**src/rtl/exc_entry_pkg.sv**
```systemverilog
package exc_entry_pkg;

    localparam int CODE_W = 4;

    // status register bit positions
    localparam int SR_SM  = 0;
    localparam int SR_TEE = 1;
    localparam int SR_IEE = 2;
    localparam int SR_DME = 5;
    localparam int SR_IME = 6;
    localparam int SR_DSX = 13;
    localparam int SR_EPH = 14;

    typedef logic [CODE_W-1:0] code_t;

    typedef enum logic [CODE_W-1:0] {
        CAUSE_TICK    = 4'h5,
        CAUSE_ILLEGAL = 4'h7,
        CAUSE_EXTIRQ  = 4'h8,
        CAUSE_SYSCALL = 4'hC
    } cause_e;

    typedef struct packed {
        logic  take;
        logic  bad;
        code_t code;
    } pick_t;

    function automatic logic code_in_range(code_t c, int unsigned n);
        return (c != '0) && (32'(c) < n);
    endfunction

endpackage

```
**src/rtl/exc_cause_sel.sv**
```systemverilog
module exc_cause_sel
    import exc_entry_pkg::*;
#(
    parameter int unsigned NUM_CAUSES = 15
) (
    input  logic  exc_valid,
    input  code_t exc_code,
    input  logic  irq_ext,
    input  logic  irq_tick,
    input  logic  ie_en,
    input  logic  te_en,
    output pick_t pick
);

    always_comb begin
        pick = '0;
        if (exc_valid) begin
            if (code_in_range(exc_code, NUM_CAUSES)) begin
                pick.take = 1'b1;
                pick.code = exc_code;
            end else begin
                pick.bad = 1'b1;
            end
        end else if (irq_tick && te_en) begin
            pick.take = 1'b1;
            pick.code = code_t'(CAUSE_TICK);
        end else if (irq_ext && ie_en) begin
            pick.take = 1'b1;
            pick.code = code_t'(CAUSE_EXTIRQ);
        end
    end

endmodule

```
**src/rtl/exc_save_calc.sv**
```systemverilog
module exc_save_calc
    import exc_entry_pkg::*;
#(
    parameter int ADDR_W = 32,
    parameter int SR_W   = 16
) (
    input  logic [ADDR_W-1:0] pc,
    input  logic              dslot,
    input  code_t             code,
    input  logic [SR_W-1:0]   sr,
    output logic [ADDR_W-1:0] epc_nxt,
    output logic [SR_W-1:0]   sr_nxt,
    output logic              eear_load
);

    localparam logic [ADDR_W-1:0] INSN_STEP = ADDR_W'(4);

    always_comb begin
        epc_nxt = pc;
        if (dslot)
            epc_nxt = epc_nxt - INSN_STEP;
        if (code == code_t'(CAUSE_SYSCALL))
            epc_nxt = epc_nxt + INSN_STEP;
    end

    always_comb begin
        sr_nxt         = sr;
        sr_nxt[SR_TEE] = 1'b0;
        sr_nxt[SR_IEE] = 1'b0;
        sr_nxt[SR_DME] = 1'b0;
        sr_nxt[SR_IME] = 1'b0;
        sr_nxt[SR_SM]  = 1'b1;
        sr_nxt[SR_DSX] = dslot;
    end

    assign eear_load = (code == code_t'(CAUSE_ILLEGAL));

endmodule

```
**src/rtl/exc_vector_gen.sv**
```systemverilog
module exc_vector_gen
    import exc_entry_pkg::*;
#(
    parameter int ADDR_W = 32,
    parameter int HI_W   = 4
) (
    input  code_t             code,
    input  logic [ADDR_W-1:0] base,
    input  logic              base_en,
    input  logic              hi_sel,
    output logic [ADDR_W-1:0] vec
);

    localparam int LOW_PAD = ADDR_W - CODE_W - 8;
    localparam logic [ADDR_W-1:0] HI_MASK = {{HI_W{1'b1}}, {(ADDR_W-HI_W){1'b0}}};

    logic [ADDR_W-1:0] slot;
    logic [ADDR_W-1:0] base_part;
    logic [ADDR_W-1:0] hi_part;

    assign slot      = {{LOW_PAD{1'b0}}, code, 8'h00};
    assign base_part = base_en ? base : '0;
    assign hi_part   = hi_sel ? HI_MASK : '0;
    assign vec       = slot | base_part | hi_part;

endmodule

```
**src/rtl/exc_entry_unit.sv**
```systemverilog
module exc_entry_unit
    import exc_entry_pkg::*;
#(
    parameter int          ADDR_W     = 32,
    parameter int          SR_W       = 16,
    parameter int unsigned NUM_CAUSES = 15
) (
    input  logic              clk,
    input  logic              rst,
    input  logic [ADDR_W-1:0] cur_pc,
    input  logic              dslot_in,
    input  logic [SR_W-1:0]   sr_in,
    input  logic [ADDR_W-1:0] base_addr,
    input  logic              base_en,
    input  logic              exc_valid,
    input  logic [CODE_W-1:0] exc_code,
    input  logic              irq_ext,
    input  logic              irq_tick,
    output logic              take_valid,
    output logic [ADDR_W-1:0] take_pc,
    output logic [SR_W-1:0]   sr_new,
    output logic              dslot_clr,
    output logic              pm_clr,
    output logic              rsv_kill,
    output logic              tlb_flush,
    output logic [ADDR_W-1:0] saved_pc,
    output logic [ADDR_W-1:0] fault_addr,
    output logic [SR_W-1:0]   saved_sr,
    output logic              cause_err
);

    pick_t             pick;
    logic [ADDR_W-1:0] epc_nxt;
    logic [SR_W-1:0]   sr_nxt;
    logic              eear_load;
    logic [ADDR_W-1:0] vec;

    exc_cause_sel #(.NUM_CAUSES(NUM_CAUSES)) u_sel (
        .exc_valid (exc_valid),
        .exc_code  (exc_code),
        .irq_ext   (irq_ext),
        .irq_tick  (irq_tick),
        .ie_en     (sr_in[SR_IEE]),
        .te_en     (sr_in[SR_TEE]),
        .pick      (pick)
    );

    exc_save_calc #(.ADDR_W(ADDR_W), .SR_W(SR_W)) u_save (
        .pc        (cur_pc),
        .dslot     (dslot_in),
        .code      (pick.code),
        .sr        (sr_in),
        .epc_nxt   (epc_nxt),
        .sr_nxt    (sr_nxt),
        .eear_load (eear_load)
    );

    exc_vector_gen #(.ADDR_W(ADDR_W), .HI_W(4)) u_vec (
        .code    (pick.code),
        .base    (base_addr),
        .base_en (base_en),
        .hi_sel  (sr_in[SR_EPH]),
        .vec     (vec)
    );

    // one-cycle side-effect strobes
    always_ff @(posedge clk) begin
        if (rst) begin
            take_valid <= 1'b0;
            tlb_flush  <= 1'b0;
            pm_clr     <= 1'b0;
            rsv_kill   <= 1'b0;
            dslot_clr  <= 1'b0;
        end else begin
            take_valid <= pick.take;
            tlb_flush  <= pick.take;
            pm_clr     <= pick.take;
            rsv_kill   <= pick.take;
            dslot_clr  <= pick.take && dslot_in;
        end
    end

    // held architectural state
    always_ff @(posedge clk) begin
        if (rst) begin
            take_pc    <= '0;
            sr_new     <= '0;
            saved_pc   <= '0;
            fault_addr <= '0;
            saved_sr   <= '0;
            cause_err  <= 1'b0;
        end else begin
            if (pick.take) begin
                take_pc  <= vec;
                sr_new   <= sr_nxt;
                saved_pc <= epc_nxt;
                saved_sr <= sr_in;
                if (eear_load)
                    fault_addr <= cur_pc;
            end
            if (pick.bad)
                cause_err <= 1'b1;
        end
    end

endmodule

```
**config.mk**
```make
export PLATFORM = sky130hd
export DESIGN_NAME = exc_entry_unit
export DESIGN_NICKNAME = d
export VERILOG_FILES = /design/src/rtl/exc_entry_pkg.sv /design/src/rtl/exc_cause_sel.sv /design/src/rtl/exc_save_calc.sv /design/src/rtl/exc_vector_gen.sv /design/src/rtl/exc_entry_unit.sv
export SDC_FILE = /design/constraint.sdc
export NUM_CORES = 1
export LEC_CHECK = 0
export BUFFER_PORTS_ARGS = -buffer_cell sky130_fd_sc_hd__buf_2
export CORE_MARGIN = 4
export CORE_UTILIZATION = 40
export CTS_CLUSTER_SIZE = 16
export DETAILED_ROUTE_END_ITERATION = 6
export PLACE_DENSITY_LB_ADDON = 0.2
export SLEW_MARGIN = 20
export SYNTH_ARGS = -nofsm -noshare
export SYNTH_HDL_FRONTEND = slang
export SYNTH_SLANG_ARGS = --single-unit
```
**constraint.sdc**
```tcl
create_clock -name clk -period 4.6 [get_ports clk]
set_clock_uncertainty 0.2 [all_clocks]
set_input_delay 0.92 -clock clk [delete_from_list [all_inputs] [get_ports clk]]
set_output_delay 0.92 -clock clk [all_outputs]
set_load 0.01 [all_outputs]
```
==> tab_implementation.tex <==
\begin{tabular}{lr}
\hline
Metric & Value \\
\hline
\multicolumn{2}{l}{\textbf{Global route}} \\
Largest net degree at the start of global routing & 89 \\
Total routing resource utilization after global routing & a little over a fifth \\
GRT Residual Overflow & 0 \\
Vias in the first global route & between 5,000 and 6,000 \\
Global-route wire length before repair & $\sim$28 mm \\
Number of antenna violations at the first check in global routing & 0 \\
\multicolumn{2}{l}{\textbf{Pwr}} \\
Leak & $\sim$3.3 nW \\
Ratio of total power to cell area & around 380 mW/mm\^{}2 \\
Peak supply drop & $\sim$250 uV \\
\multicolumn{2}{l}{\textbf{Clocking}} \\
CTS Hold Buffers Added & 0 \\
Root buffer cell & clkbuf\_16 \\
Number of buffers added for setup after CTS & 0 \\
Number of resized instances in the post-cts repair step & 0 \\
Clock tree from TritonCTS & yes \\
Number of buffers created by CTS & 17 \\
Number of buffers on the longest clock path & 2 \\
Clock Pin Slew Worst Setup and Hold Paths & 60 ps \\
Max H-tree Level & 4 \\
Source-to-sink clock delay at the later pin of the worst-skew pair & roughly 400 ps \\
Total number of clock tree sinks & roughly 120 \\
\multicolumn{2}{l}{\textbf{Floorplan}} \\
Initial cell density of the core & roughly two fifths \\
Area of the core & 0.0140 mm\^{}2 \\
Height of the die & approximately 130 um \\
IO Pins & approximately 230 \\
Row cnt & between 40 and 50 \\
Area of the die & roughly 0.017 mm\^{}2 \\
Width of the die & about 130 um \\
\multicolumn{2}{l}{\textbf{Synth}} \\
Cells taking the most area after synthesis & dfxtp\_1 (40\%), nand2\_1 (10\%), a21oi\_1 (6.5\%) \\
Post-synthesis sequential element count & roughly 120 \\
Synthesized instance count & about 730 \\
Per-instance average area after synthesis & between 7 and 8 um\^{}2 \\
Number of enable-type register cells in the synthesized netlist & 0 \\
Proportion of netlist area held by the largest area contributor & between 40\% and 50\% \\
Netlist area before placement & 0.00581 mm\^{}2 \\
Number of warnings reported in the yosys synthesis log & 0 \\
Library cells used by synthesis & 67 \\
Async set or reset register ratio after synthesis & 0\% \\
Most used flip-flop cell after synthesis & dfxtp\_1 \\
Share of the yosys chip area belonging to registers & 40.3\% \\
Synth area leader & dfxtp\_1 \\
\multicolumn{2}{l}{\textbf{Drt}} \\
Residual antenna-violating net count after detailed routing & 0 \\
Wire per inst & approximately 16 um \\
Initial DRC Count & 354 \\
Drt drc & 0 \\
Final routed wirelength across all metal layers & 17.8 mm \\
1st-pass router iterations & 5 \\
Vias per inst & between 5 and 6 \\
Total via count after detailed routing & approximately 5,800 \\
\multicolumn{2}{l}{\textbf{Worst setup path}} \\
Data required time at the worst endpoint & 4690 ps \\
Kind of cell with the highest combined delay on the critical path & simple AND/OR/NAND/NOR gates \\
Crit-path max FO & 14 \\
Peak per-stage delay on the critical path & around 630 ps \\
Worst endpoint data arrival time & approximately 4000 ps \\
Critical path capture point type & register \\
Startpoint types & primary input \\
Cell-by-cell listing of the critical path & buf\_2 > or4\_4 > or4\_4 > nor4\_1 > xor2\_1 > nor3b\_1 > and3\_1 > a31oi\_1 > a221o\_1 \\
Startpoint-to-endpoint class of the critical path & in2reg \\
Buf/Inv on CP & 1 \\
Critical-path cell with the highest stage delay & or4\_4 \\
Reg2reg setup slack & 3660 ps \\
Cell occurring most often along the worst timing path & or4\_4 \\
\multicolumn{2}{l}{\textbf{STA}} \\
Maximum frequency from static timing analysis & roughly 260 MHz \\
Number of failing setup endpoints in the final timing report & 0 \\
Number of hold violations in the final report & 0 \\
Post-layout minimum cycle time & about 3800 ps \\
Number of max-slew violations in the final report & 0 \\
Crit share post-route & between 80\% and 90\% \\
Fin worst setup slack & between 700 and 800 ps \\
Worst-margin pin slew & a little over 1000 ps \\
Setup TNS Final & 0 ps \\
RSZ-0062 raised after global routing & no \\
Worst rel slew slack & around 33\% \\
\multicolumn{2}{l}{\textbf{Placed design}} \\
Count of port buffers added during placement & 220 \\
Final weighted congestion in routability-driven placement & $\sim$0.91 \\
Placed cells & $\sim$1,100 \\
Placement-stage cell area & 0.00693 mm\^{}2 \\
Pre-CTS WS & around 420 ps \\
Post-DP HPWL & approximately 13 mm \\
\multicolumn{2}{l}{\textbf{Final layout}} \\
Fraction of layout instances using a drive strength above 1 & a little under a third \\
Number of inserted filler cells in the final layout & around 1,400 \\
Diodes inserted & 0 \\
Final net count & between 1,000 and 1,500 \\
Area occupied by multi-input gates & roughly 0.0031 mm\^{}2 \\
Final Core Density & approximately 54\% \\
Non-filler instance count after layout & $\sim$1,100 \\
Post-route design area & roughly 0.0076 mm\^{}2 \\
Storage cell area & between 0.002 and 0.0025 mm\^{}2 \\
Layout area overhead & 30.3\% \\
\multicolumn{2}{l}{\textbf{Job}} \\
MaxCap Viol Count & 0 \\
\multicolumn{2}{l}{\textbf{Min path}} \\
Path class of the lowest-slack min-delay path & reg2reg \\
\multicolumn{2}{l}{\textbf{Status}} \\
Result of the run & finished clean \\
\hline
\end{tabular}
## area by class of cell
class                           instances  area share, %
Sequential cell                       117           30.9
Clock inverter                         14           2.61
Multi-Input combinational cell        540           41.2
Tap cell                              180           2.98
Timing Repair Buffer                  237           16.3
Clock buffer                           18           5.80
Inverter                                3          0.149
## registers in the layout, summed over array words and instances (netlist names)
name / flops
saved_pc: 32
dslot_clr: 1
sr_new: 2
saved_sr: 16
take_pc: 32
cause_err: 1
tlb_flush: 1
fault_addr: 32
## tightest hold or removal path, cell delays in order, from the launching register on
cell and delay, ps:
dfxtp_1 300, nand2_1 50, a21oi_1 50
## through the flow
stage               hold slack (ps)  power [W]
global route                    265    0.00304
floorplan                       276    0.00135
global placement                234    0.00150
finish                          247    0.00290
detailed placement              244    0.00150
CTS                             250    0.00293
## final timing paths
check | from | to | cells past startpoint
hold reg to reg | saved_pc[2]$_SDFFE_PP0N_ | saved_pc[2]$_SDFFE_PP0N_ | 2
setup reg to reg | saved_pc[29]$_SDFFE_PP0N_ | saved_pc[29]$_SDFFE_PP0N_ | 1
setup / recovery | cur_pc[6] | saved_pc[29]$_SDFFE_PP0N_ | 9
hold / removal | saved_pc[2]$_SDFFE_PP0N_ | saved_pc[2]$_SDFFE_PP0N_ | 2
## cells by family (layout without fill, tap and decap cells)
family                     Yosys count  count (layout)  synth area share, %
and+or+nand+nor                    313             313                 25.9
AOI/OAI and AO/OA                  171             171                 19.3
DFF                                117             117                 40.3
buffers and inverters               77             272                 6.38
xor gates and xnor gates            47              47                 7.09
muxes                                3               3                0.538
adders and majority gates            2               2                0.431
other                                1               4               0.0646
## synth_stat cells, types with 4 or more instances
library cell	number
xnor2_1	29
nand4_1	12
nor4_1	12
nor2_1	36
a211oi_1	10
nor3b_1	4
dfxtp_1	117
xor2_1	18
nand2_1	156
o21ai_0	12
or3_1	6
and2_1	4
nand3_1	13
clkbuf_1	50
nor3_1	26
a22o_1	31
and3_1	9
o211ai_1	6
a31oi_1	6
or4_1	7
a21o_1	4
nand3b_1	5
buf_4	18
a21oi_1	76
## power by group
group	total, W	switching (W)	internal, W
Combinational	0.000380	0.000230	0.000151
Sequential	0.00110	0.0000288	0.00107
Clock	0.00142	0.000490	0.000927
## cells in the final DEF (no fill, tap or decap), drive strengths merged, types with 4 or more instances in the layout
master	instances
xnor2	29
inv	7
a211oi	10
a22o	31
nand3	13
or3	6
conb	4
buf	237
nand4	12
nor2	36
a31oi	6
or2	4
or4	10
dfxtp	117
nor3b	4
nor4	13
nand3b	5
bufinv	4
nand2	156
a21o	4
xor2	18
and3	9
clkbuf	18
o21ai	14
nor3	26
clkinv	4
o211ai	6
and2	5
a21oi	76
## per-layer routing
layer,global-route usage [%],vias up,wire length (um)
li1,-,2940,-
met5,0,-,0
met3,5.15,15,1200
met4,5.62,0,183
met2,33.8,212,8140
met1,29.1,2656,8280
Power figures use the tool's default switching activity.
